==> config.mk <==
export PLATFORM = sky130hd
export DESIGN_NAME = mbox_cmd_if
export DESIGN_NICKNAME = d
export VERILOG_FILES = /design/src/rtl/mbox_pkg.sv /design/src/rtl/mbox_host_regs.sv /design/src/rtl/mbox_delay.sv /design/src/rtl/mbox_exec.sv /design/src/rtl/mbox_cmd_if.sv
export SDC_FILE = /design/constraint.sdc
export NUM_CORES = 1
export LEC_CHECK = 0
export BUFFER_PORTS_ARGS = -buffer_cell sky130_fd_sc_hd__buf_2
export CAP_MARGIN = 15
export CORE_MARGIN = 2
export CORE_UTILIZATION = 52
export CTS_CLUSTER_SIZE = 24
export DETAILED_ROUTE_END_ITERATION = 10
export GPL_TIMING_DRIVEN = 0
export PLACE_DENSITY = 0.76
export SLEW_MARGIN = 20
export SYNTH_ARGS = -nofsm -noshare
export SYNTH_HDL_FRONTEND = slang
export SYNTH_SLANG_ARGS = --single-unit
==> constraint.sdc <==
create_clock -name clk_i -period 2 [get_ports clk_i]
set_input_delay 0.2 -clock clk_i [delete_from_list [all_inputs] [get_ports clk_i]]
set_output_delay 0.2 -clock clk_i [all_outputs]
set_load 0.005 [all_outputs]
==> src/rtl/mbox_pkg.sv <==
package mbox_pkg;
  localparam int NUM_PWM = 2;
  localparam int ARG_W   = 16;
  localparam int OB_BASE = 'h0C;
  localparam int IB_BASE = 'h1C;

  localparam logic [7:0] CMD_CLR     = 8'h00;
  localparam logic [7:0] CMD_SET_OUT = 8'h01;
  localparam logic [7:0] CMD_GET_OUT = 8'h02;
  localparam logic [7:0] CMD_STATUS  = 8'h03;
  localparam logic [7:0] CMD_PWM_ENA = 8'h1F;

  typedef struct packed {
    logic             vld;
    logic [7:0]       code;
    logic [ARG_W-1:0] arg;
  } mbox_req_t;

  function automatic logic [7:0] hi_code(int ch);
    return 8'(8'h10 + 2 * ch);
  endfunction
  function automatic logic [7:0] lo_code(int ch);
    return 8'(8'h11 + 2 * ch);
  endfunction
  function automatic logic [7:0] cnt_code(int ch);
    return 8'(8'h14 + ch);
  endfunction
endpackage

==> src/rtl/mbox_host_regs.sv <==
module mbox_host_regs
  import mbox_pkg::*;
#(
  parameter int ADDR_W = 6
) (
  input  logic                  clk_i,
  input  logic                  rst_ni,
  input  logic [ADDR_W-1:0]     addr_i,
  input  logic                  wr_en_i,
  input  logic [7:0]            wr_data_i,
  input  logic [ARG_W-1:0]      res_i,
  input  logic [7:0]            echo_i,
  input  logic [7:0]            din_i,
  output logic [7:0]            rd_data_o,
  output mbox_req_t             req_o
);
  localparam logic [ADDR_W-3:0] OB_PAGE = (ADDR_W-2)'(OB_BASE >> 2);
  localparam logic [ADDR_W-3:0] IB_PAGE = (ADDR_W-2)'(IB_BASE >> 2);

  logic [7:0] ob_q [4];
  logic       ob_hit, ib_hit;

  assign ob_hit = addr_i[ADDR_W-1:2] == OB_PAGE;
  assign ib_hit = addr_i[ADDR_W-1:2] == IB_PAGE;

  always_ff @(posedge clk_i or negedge rst_ni) begin
    if (!rst_ni) begin
      for (int i = 0; i < 4; i++) ob_q[i] <= '0;
    end else if (wr_en_i && ob_hit) begin
      ob_q[addr_i[1:0]] <= wr_data_i;
    end
  end

  // launch on the command byte; argument comes from bytes already held
  always_comb begin
    req_o.vld  = wr_en_i && ob_hit && (addr_i[1:0] == 2'd2);
    req_o.code = wr_data_i;
    req_o.arg  = {ob_q[1], ob_q[0]};
  end

  always_comb begin
    rd_data_o = '0;
    if (ob_hit) rd_data_o = ob_q[addr_i[1:0]];
    else if (ib_hit) begin
      case (addr_i[1:0])
        2'd0: rd_data_o = res_i[7:0];
        2'd1: rd_data_o = res_i[15:8];
        2'd2: rd_data_o = echo_i;
        default: rd_data_o = din_i;
      endcase
    end
  end

  assert_no_launch_R10: assert property (@(posedge clk_i) disable iff (!rst_ni)
    (wr_en_i && addr_i[1:0] != 2'd2) |-> !req_o.vld);
endmodule

==> src/rtl/mbox_delay.sv <==
module mbox_delay
  import mbox_pkg::*;
#(
  parameter int LAT = 3
) (
  input  logic      clk_i,
  input  logic      rst_ni,
  input  mbox_req_t req_i,
  output mbox_req_t req_o
);
  mbox_req_t stg_q [LAT];

  always_ff @(posedge clk_i or negedge rst_ni) begin
    if (!rst_ni) begin
      for (int i = 0; i < LAT; i++) stg_q[i] <= '0;
    end else begin
      stg_q[0] <= req_i;
      for (int i = 1; i < LAT; i++) stg_q[i] <= stg_q[i-1];
    end
  end

  assign req_o = stg_q[LAT-1];
endmodule

==> src/rtl/mbox_exec.sv <==
module mbox_exec
  import mbox_pkg::*;
(
  input  logic                     clk_i,
  input  logic                     rst_ni,
  input  mbox_req_t                req_i,
  output logic [ARG_W-1:0]         res_o,
  output logic [7:0]               echo_o,
  output logic [7:0]               dout_o,
  output logic [NUM_PWM-1:0]       pwm_en_o,
  output logic [NUM_PWM*ARG_W-1:0] pwm_hi_div_o,
  output logic [NUM_PWM*ARG_W-1:0] pwm_lo_div_o,
  output logic [NUM_PWM*ARG_W-1:0] pwm_cnt_o
);
  logic [ARG_W-1:0]   res_q, res_nxt, stat_val;
  logic [7:0]         echo_q, do_q, sel;
  logic [NUM_PWM-1:0] en_q;
  logic [ARG_W-1:0]   hi_q [NUM_PWM];
  logic [ARG_W-1:0]   lo_q [NUM_PWM];
  logic [ARG_W-1:0]   cnt_q [NUM_PWM];

  always_comb begin
    sel      = req_i.arg[7:0];
    stat_val = '0;
    if (sel == CMD_SET_OUT) stat_val = {8'h00, do_q};
    if (sel == CMD_PWM_ENA) stat_val = {{(ARG_W-NUM_PWM){1'b0}}, en_q};
    for (int ch = 0; ch < NUM_PWM; ch++) begin
      if (sel == hi_code(ch))  stat_val = hi_q[ch];
      if (sel == lo_code(ch))  stat_val = lo_q[ch];
      if (sel == cnt_code(ch)) stat_val = cnt_q[ch];
    end
    res_nxt = '0;
    case (req_i.code)
      CMD_SET_OUT: res_nxt = {8'h00, req_i.arg[7:0]};
      CMD_GET_OUT: res_nxt = {8'h00, do_q};
      CMD_STATUS:  res_nxt = stat_val;
      CMD_PWM_ENA: res_nxt = {{(ARG_W-NUM_PWM){1'b0}}, req_i.arg[NUM_PWM-1:0]};
      default: begin
        for (int ch = 0; ch < NUM_PWM; ch++)
          if (req_i.code == hi_code(ch) || req_i.code == lo_code(ch) ||
              req_i.code == cnt_code(ch))
            res_nxt = req_i.arg;
      end
    endcase
  end

  // result, echo and register update all land on the same edge
  always_ff @(posedge clk_i or negedge rst_ni) begin
    if (!rst_ni) begin
      res_q  <= '0;
      echo_q <= '0;
      do_q   <= '0;
      en_q   <= '0;
      for (int ch = 0; ch < NUM_PWM; ch++) begin
        hi_q[ch]  <= '0;
        lo_q[ch]  <= '0;
        cnt_q[ch] <= '0;
      end
    end else if (req_i.vld) begin
      res_q  <= res_nxt;
      echo_q <= req_i.code;
      if (req_i.code == CMD_SET_OUT) do_q <= req_i.arg[7:0];
      if (req_i.code == CMD_PWM_ENA) en_q <= req_i.arg[NUM_PWM-1:0];
      for (int ch = 0; ch < NUM_PWM; ch++) begin
        if (req_i.code == hi_code(ch))  hi_q[ch]  <= req_i.arg;
        if (req_i.code == lo_code(ch))  lo_q[ch]  <= req_i.arg;
        if (req_i.code == cnt_code(ch)) cnt_q[ch] <= req_i.arg;
      end
    end
  end

  for (genvar ch = 0; ch < NUM_PWM; ch++) begin : g_pwm
    assign pwm_hi_div_o[ch*ARG_W +: ARG_W] = hi_q[ch];
    assign pwm_lo_div_o[ch*ARG_W +: ARG_W] = lo_q[ch];
    assign pwm_cnt_o[ch*ARG_W +: ARG_W]    = cnt_q[ch];
  end

  assign res_o    = res_q;
  assign echo_o   = echo_q;
  assign dout_o   = do_q;
  assign pwm_en_o = en_q;

  assert_mailbox_hold_R4: assert property (@(posedge clk_i) disable iff (!rst_ni)
    !req_i.vld |=> ($stable(res_q) && $stable(echo_q)));
  assert_latch_hold_R5: assert property (@(posedge clk_i) disable iff (!rst_ni)
    !(req_i.vld && req_i.code == CMD_SET_OUT) |=> $stable(do_q));
  assert_mask_hold_R6: assert property (@(posedge clk_i) disable iff (!rst_ni)
    !(req_i.vld && req_i.code == CMD_PWM_ENA) |=> $stable(en_q));
  assert_clear_echo_R8: assert property (@(posedge clk_i) disable iff (!rst_ni)
    (req_i.vld && req_i.code == CMD_CLR) |=> (echo_q == 8'h00 && res_q == '0));
endmodule

==> src/rtl/mbox_cmd_if.sv <==
module mbox_cmd_if
  import mbox_pkg::*;
#(
  parameter int ADDR_W   = 6,
  parameter int EXEC_LAT = 3
) (
  input  logic                     clk_i,
  input  logic                     rst_ni,
  input  logic [ADDR_W-1:0]        addr_i,
  input  logic                     wr_en_i,
  input  logic [7:0]               wr_data_i,
  output logic [7:0]               rd_data_o,
  input  logic [7:0]               din_i,
  output logic [7:0]               dout_o,
  output logic [NUM_PWM-1:0]       pwm_en_o,
  output logic [NUM_PWM*ARG_W-1:0] pwm_hi_div_o,
  output logic [NUM_PWM*ARG_W-1:0] pwm_lo_div_o,
  output logic [NUM_PWM*ARG_W-1:0] pwm_cnt_o
);
  mbox_req_t        launch, done;
  logic [ARG_W-1:0] res;
  logic [7:0]       echo;

  mbox_host_regs #(.ADDR_W(ADDR_W)) u_host (
    .clk_i(clk_i), .rst_ni(rst_ni), .addr_i(addr_i), .wr_en_i(wr_en_i),
    .wr_data_i(wr_data_i), .res_i(res), .echo_i(echo), .din_i(din_i),
    .rd_data_o(rd_data_o), .req_o(launch)
  );

  mbox_delay #(.LAT(EXEC_LAT)) u_delay (
    .clk_i(clk_i), .rst_ni(rst_ni), .req_i(launch), .req_o(done)
  );

  mbox_exec u_exec (
    .clk_i(clk_i), .rst_ni(rst_ni), .req_i(done), .res_o(res), .echo_o(echo),
    .dout_o(dout_o), .pwm_en_o(pwm_en_o), .pwm_hi_div_o(pwm_hi_div_o),
    .pwm_lo_div_o(pwm_lo_div_o), .pwm_cnt_o(pwm_cnt_o)
  );
endmodule

==> reports/qor.yml <==
placed_design:
  dpl_worst_slack_ps: -686.9
  portBuffers: 136
  dp_hpwl_um: 17440
  place_congestion: 0.8985
sta:
  fin_skew_ps: 17.01
  tightest_slew_ps: 756.1
  final_hold_viol_count: 0
  fmax_ghz: 0.4670
  setup_violations: 85
  hold_slack_ps: 221.8
  fin_crit_sh_pct: 107.1
  rsz0062_at_grt: "true"
  layout_setup_ws_ps: -141.4
  setup_tns_ps: -4681
  period_needed_ps: 2141
  maxSlewViolCount: 0
  slew_headroom_pct: 49.60
setup_path:
  crit_chain: "buf_8 > or4_4 > nor2_4 > nand4_4 > buf_8 > nor2_4 > nor2_2 > a221o_1"
  cp_max_fo: 6
  rrSetupSlack_ps: -140
  end_kind: "register"
  critPathArrivalTime_ps: 2540
  max_stage_delay_ps: 580
  cp_slowest_cell: "or4_4"
  critPathRequiredTime_ps: 2390
  crit_type: "register to register"
  cp-start-kind: "register"
logic_synthesis:
  yosysTopAreaCellShare_pct: 59.75
  avgSynthCellArea_um2: 13.52
  muxShareOfSynthArea_pct: 22.31
  synthFlopType: "dfrtp_1"
  synth_compound_area_share_pct: 7.576
  ys_types: 57
  synth_nets: 759
  synth_xor_area_share_pct: 0
  yosys_warnings: 0
  yosysTopAreaCell: "dfrtp_1"
  synth_seq_cells: 237
  synth_top_family_by_area: "multiplexers"
  synth_cells: 734
  synth_area_um2: 9926
  synth-async-reset-ratio_pct: 100.0
  synthSimpleGateAreaFrac_pct: 7.450
  synthAdderAreaFrac_pct: 0
  seq_area_frac_synth_pct: 59.75
  synth_edf_count: 0
  yosys-top-cells-area: "dfrtp_1, mux2_2, mux4_2"
finish:
  drive_above_1_share_pct: 50.31
  final_cell_mix: "dfrtp_1, buf_2, mux2_2, mux2_4, nor2_1"
  mostFrequentLayoutCell: "dfrtp_1"
  fin_nets: 964
  synthToLayoutAreaGrowth_pct: 29.71
  diodes: 0
  fillCellCount: 1204
global_route:
  grt_pass1_wl_um: 39530
  antenna_found_initial: 0
  grt_start_max_net_pins: 98
  overflow: 0
  grt_pass1_vias: 6861
  grt_usage_pct: 25.49
floorplan:
  start_util_pct: 53.06
  coreArea_um2: 18710
  die_w_um: 142.2
  die_area_um2: 20210
  fp.dieH_um: 142.2
  rows: 50
  io-pin-count: 139
routing:
  first_pass_iters: 5
  drc: 0
  avgViaCountPerCell: 6.016
  wl_per_cell_um: 22.28
  vias: 7159
  route.final.wire_length_um: 26510
  drtAntennaViolNets: 0
  dr.first_iter.drc_count: 631
clock_network:
  clkTransAtPathRegs_ps: 60
  clkLatencyLatePin_ps: 530
  h-tree-depth: 1
  cts_max_path_buffers: 3
  cts_tree: "built"
  cts_buffers: 24
  clockRootBuffer: "clkbuf_16"
  cts_sinks: 237
power_and_ir_drop:
  internal_power_w: 0.008385
  p_leak_nw: 6.276
  p_seq_share_pct: 47.8
  power.density_nw_per_um2: 867.9
  combPwrFrac_pct: 10.9
  p_sw_share_pct: 24.96
  ir_worst_vdd_mv: 0.7553
  p_switching_w: 0.002790
  p_clk_share_pct: 41.3
flow_run:
  drv_cap: 0
outcome:
  status: "complete, but fails checks"
  failed_checks: "negative setup slack"
hold_path:
  hold_class: "input port to asynchronous set/reset pin"
-- power by group through the flow --
| stage | registers [W] | clock network, W | logic, W |
|---|---|---|---|
| 6_report | 0.00534 | 0.00461 | 0.00122 |
| 5_1_grt | 0.00537 | 0.00487 | 0.00131 |
| 4_1_cts | 0.00533 | 0.00467 | 0.00112 |
| 3_5_place_dp | 0.00540 | 0 | 0.00101 |
| 3_3_place_gp | 0.00538 | 0 | 0.000978 |
| 2_1_floorplan | 0.00530 | 0 | 0.000658 |
-- layer usage --
| layer | vias up | global-route usage, % | wire [um] |
|---|---|---|---|
| met3 | 60 | 4.778 | 2003 |
| met1 | 3639 | 36.42 | 11340 |
| li1 | 3080 | - | - |
| met5 | - | 0 | 0 |
| met4 | 0 | 9.053 | 769 |
| met2 | 380 | 39.51 | 12400 |
-- cells by family after synthesis --
family | Yosys count
multiplexers | 173
AO/OA/AOI/OAI | 117
buffers and inverters | 60
AND/OR/NAND/NOR | 147
flip-flops | 237
-- registers in the layout, summed over array words and instances (netlist names) --
name                 flops
u_exec.echo_o            8
u_exec.pwm_hi_div_o     32
u_host.req_o            16
u_exec.pwm_cnt_o        32
u_delay.req_o           25
u_exec.pwm_en_o          2
u_delay.stg_q           50
u_host.ob_q             16
u_exec.res_o            16
u_exec.dout_o            8
u_exec.pwm_lo_div_o     32
-- synthesized netlist by cell type, types with 5 or more instances --
cell,number
mux2_2,132
mux2_4,6
o221ai_1,5
nand3_1,5
o21ai_0,41
a31oi_1,10
a221oi_1,11
a21oi_1,19
dfrtp_1,237
mux4_2,23
o32ai_1,6
clkbuf_1,26
nand2_1,42
buf_2,11
o22ai_1,8
nor2_1,55
inv_1,12
mux2i_1,12
or3_1,10
-- timing repair --
| action | CTS | global route |
|---|---|---|
| hold buffers | 9 | 0 |
| resized for setup | 103 | 83 |
| cloned | 0 | 2 |
| setup buffers | 24 | 11 |
| pin swaps | 27 | 21 |
| setup endpoints to repair | 126 | 126 |
| endpoints found under the hold margin | 103 | 0 |
-- stage by stage --
stage | area, um^2 | utilization, % | power (W) | cells
final | 12870 | 68.83 | 0.01117 | 1190
after global routing | 12870 | 68.83 | 0.01154 | 1190
after CTS | 12470 | 66.65 | 0.01112 | 1178
after detailed placement | 10980 | 58.68 | 0.006407 | 1106
after global placement | 10910 | 58.33 | 0.006361 | 1104
after floorplan | 9938 | - | 0.005953 | 734
-- worst paths after layout --
kind / start / to / cells past startpoint
setup / recovery: u_delay.req_o[7]$_DFF_PN0_ / u_exec.res_o[7]$_DFFE_PN0P_ / 8
hold / removal: rst_ni / u_delay.stg_q[30]$_DFF_PN0_ / 2
setup reg to reg: u_delay.req_o[7]$_DFF_PN0_ / u_exec.res_o[7]$_DFFE_PN0P_ / 8
hold reg to reg: u_delay.stg_q[65]$_DFF_PN0_ / u_delay.stg_q[40]$_DFF_PN0_ / 0
max in group asynchronous: rst_ni / u_delay.req_o[2]$_DFF_PN0_ / 4
min in group clk_i: wr_en_i / u_delay.stg_q[74]$_DFF_PN0_ / 4
-- area by class of cell --
class / instances / area (um^2) / area share (%)
Sequential cell: 237 / 5933 / 46.08
Buffer: 42 / 319.1 / 2.478
Multi-Input combinational cell: 437 / 4204 / 32.65
Clock buffer: 34 / 718.2 / 5.578
Clock inverter: 9 / 111.4 / 0.8649
Inverter: 13 / 57.56 / 0.4470
Timing Repair Buffer: 184 / 1239 / 9.621
Tap cell: 234 / 292.8 / 2.274
-- worst max-delay path, delay by kind of cell (launching register included) --
| kind | cells | cell delay (ps) |
|---|---|---|
| flip-flops | 1 | 400 |
| buffers and inverters | 2 | 320 |
| AND/OR/NAND/NOR | 5 | 970 |
| AO/OA/AOI/OAI | 1 | 320 |
(Power assumes the default switching activity.)
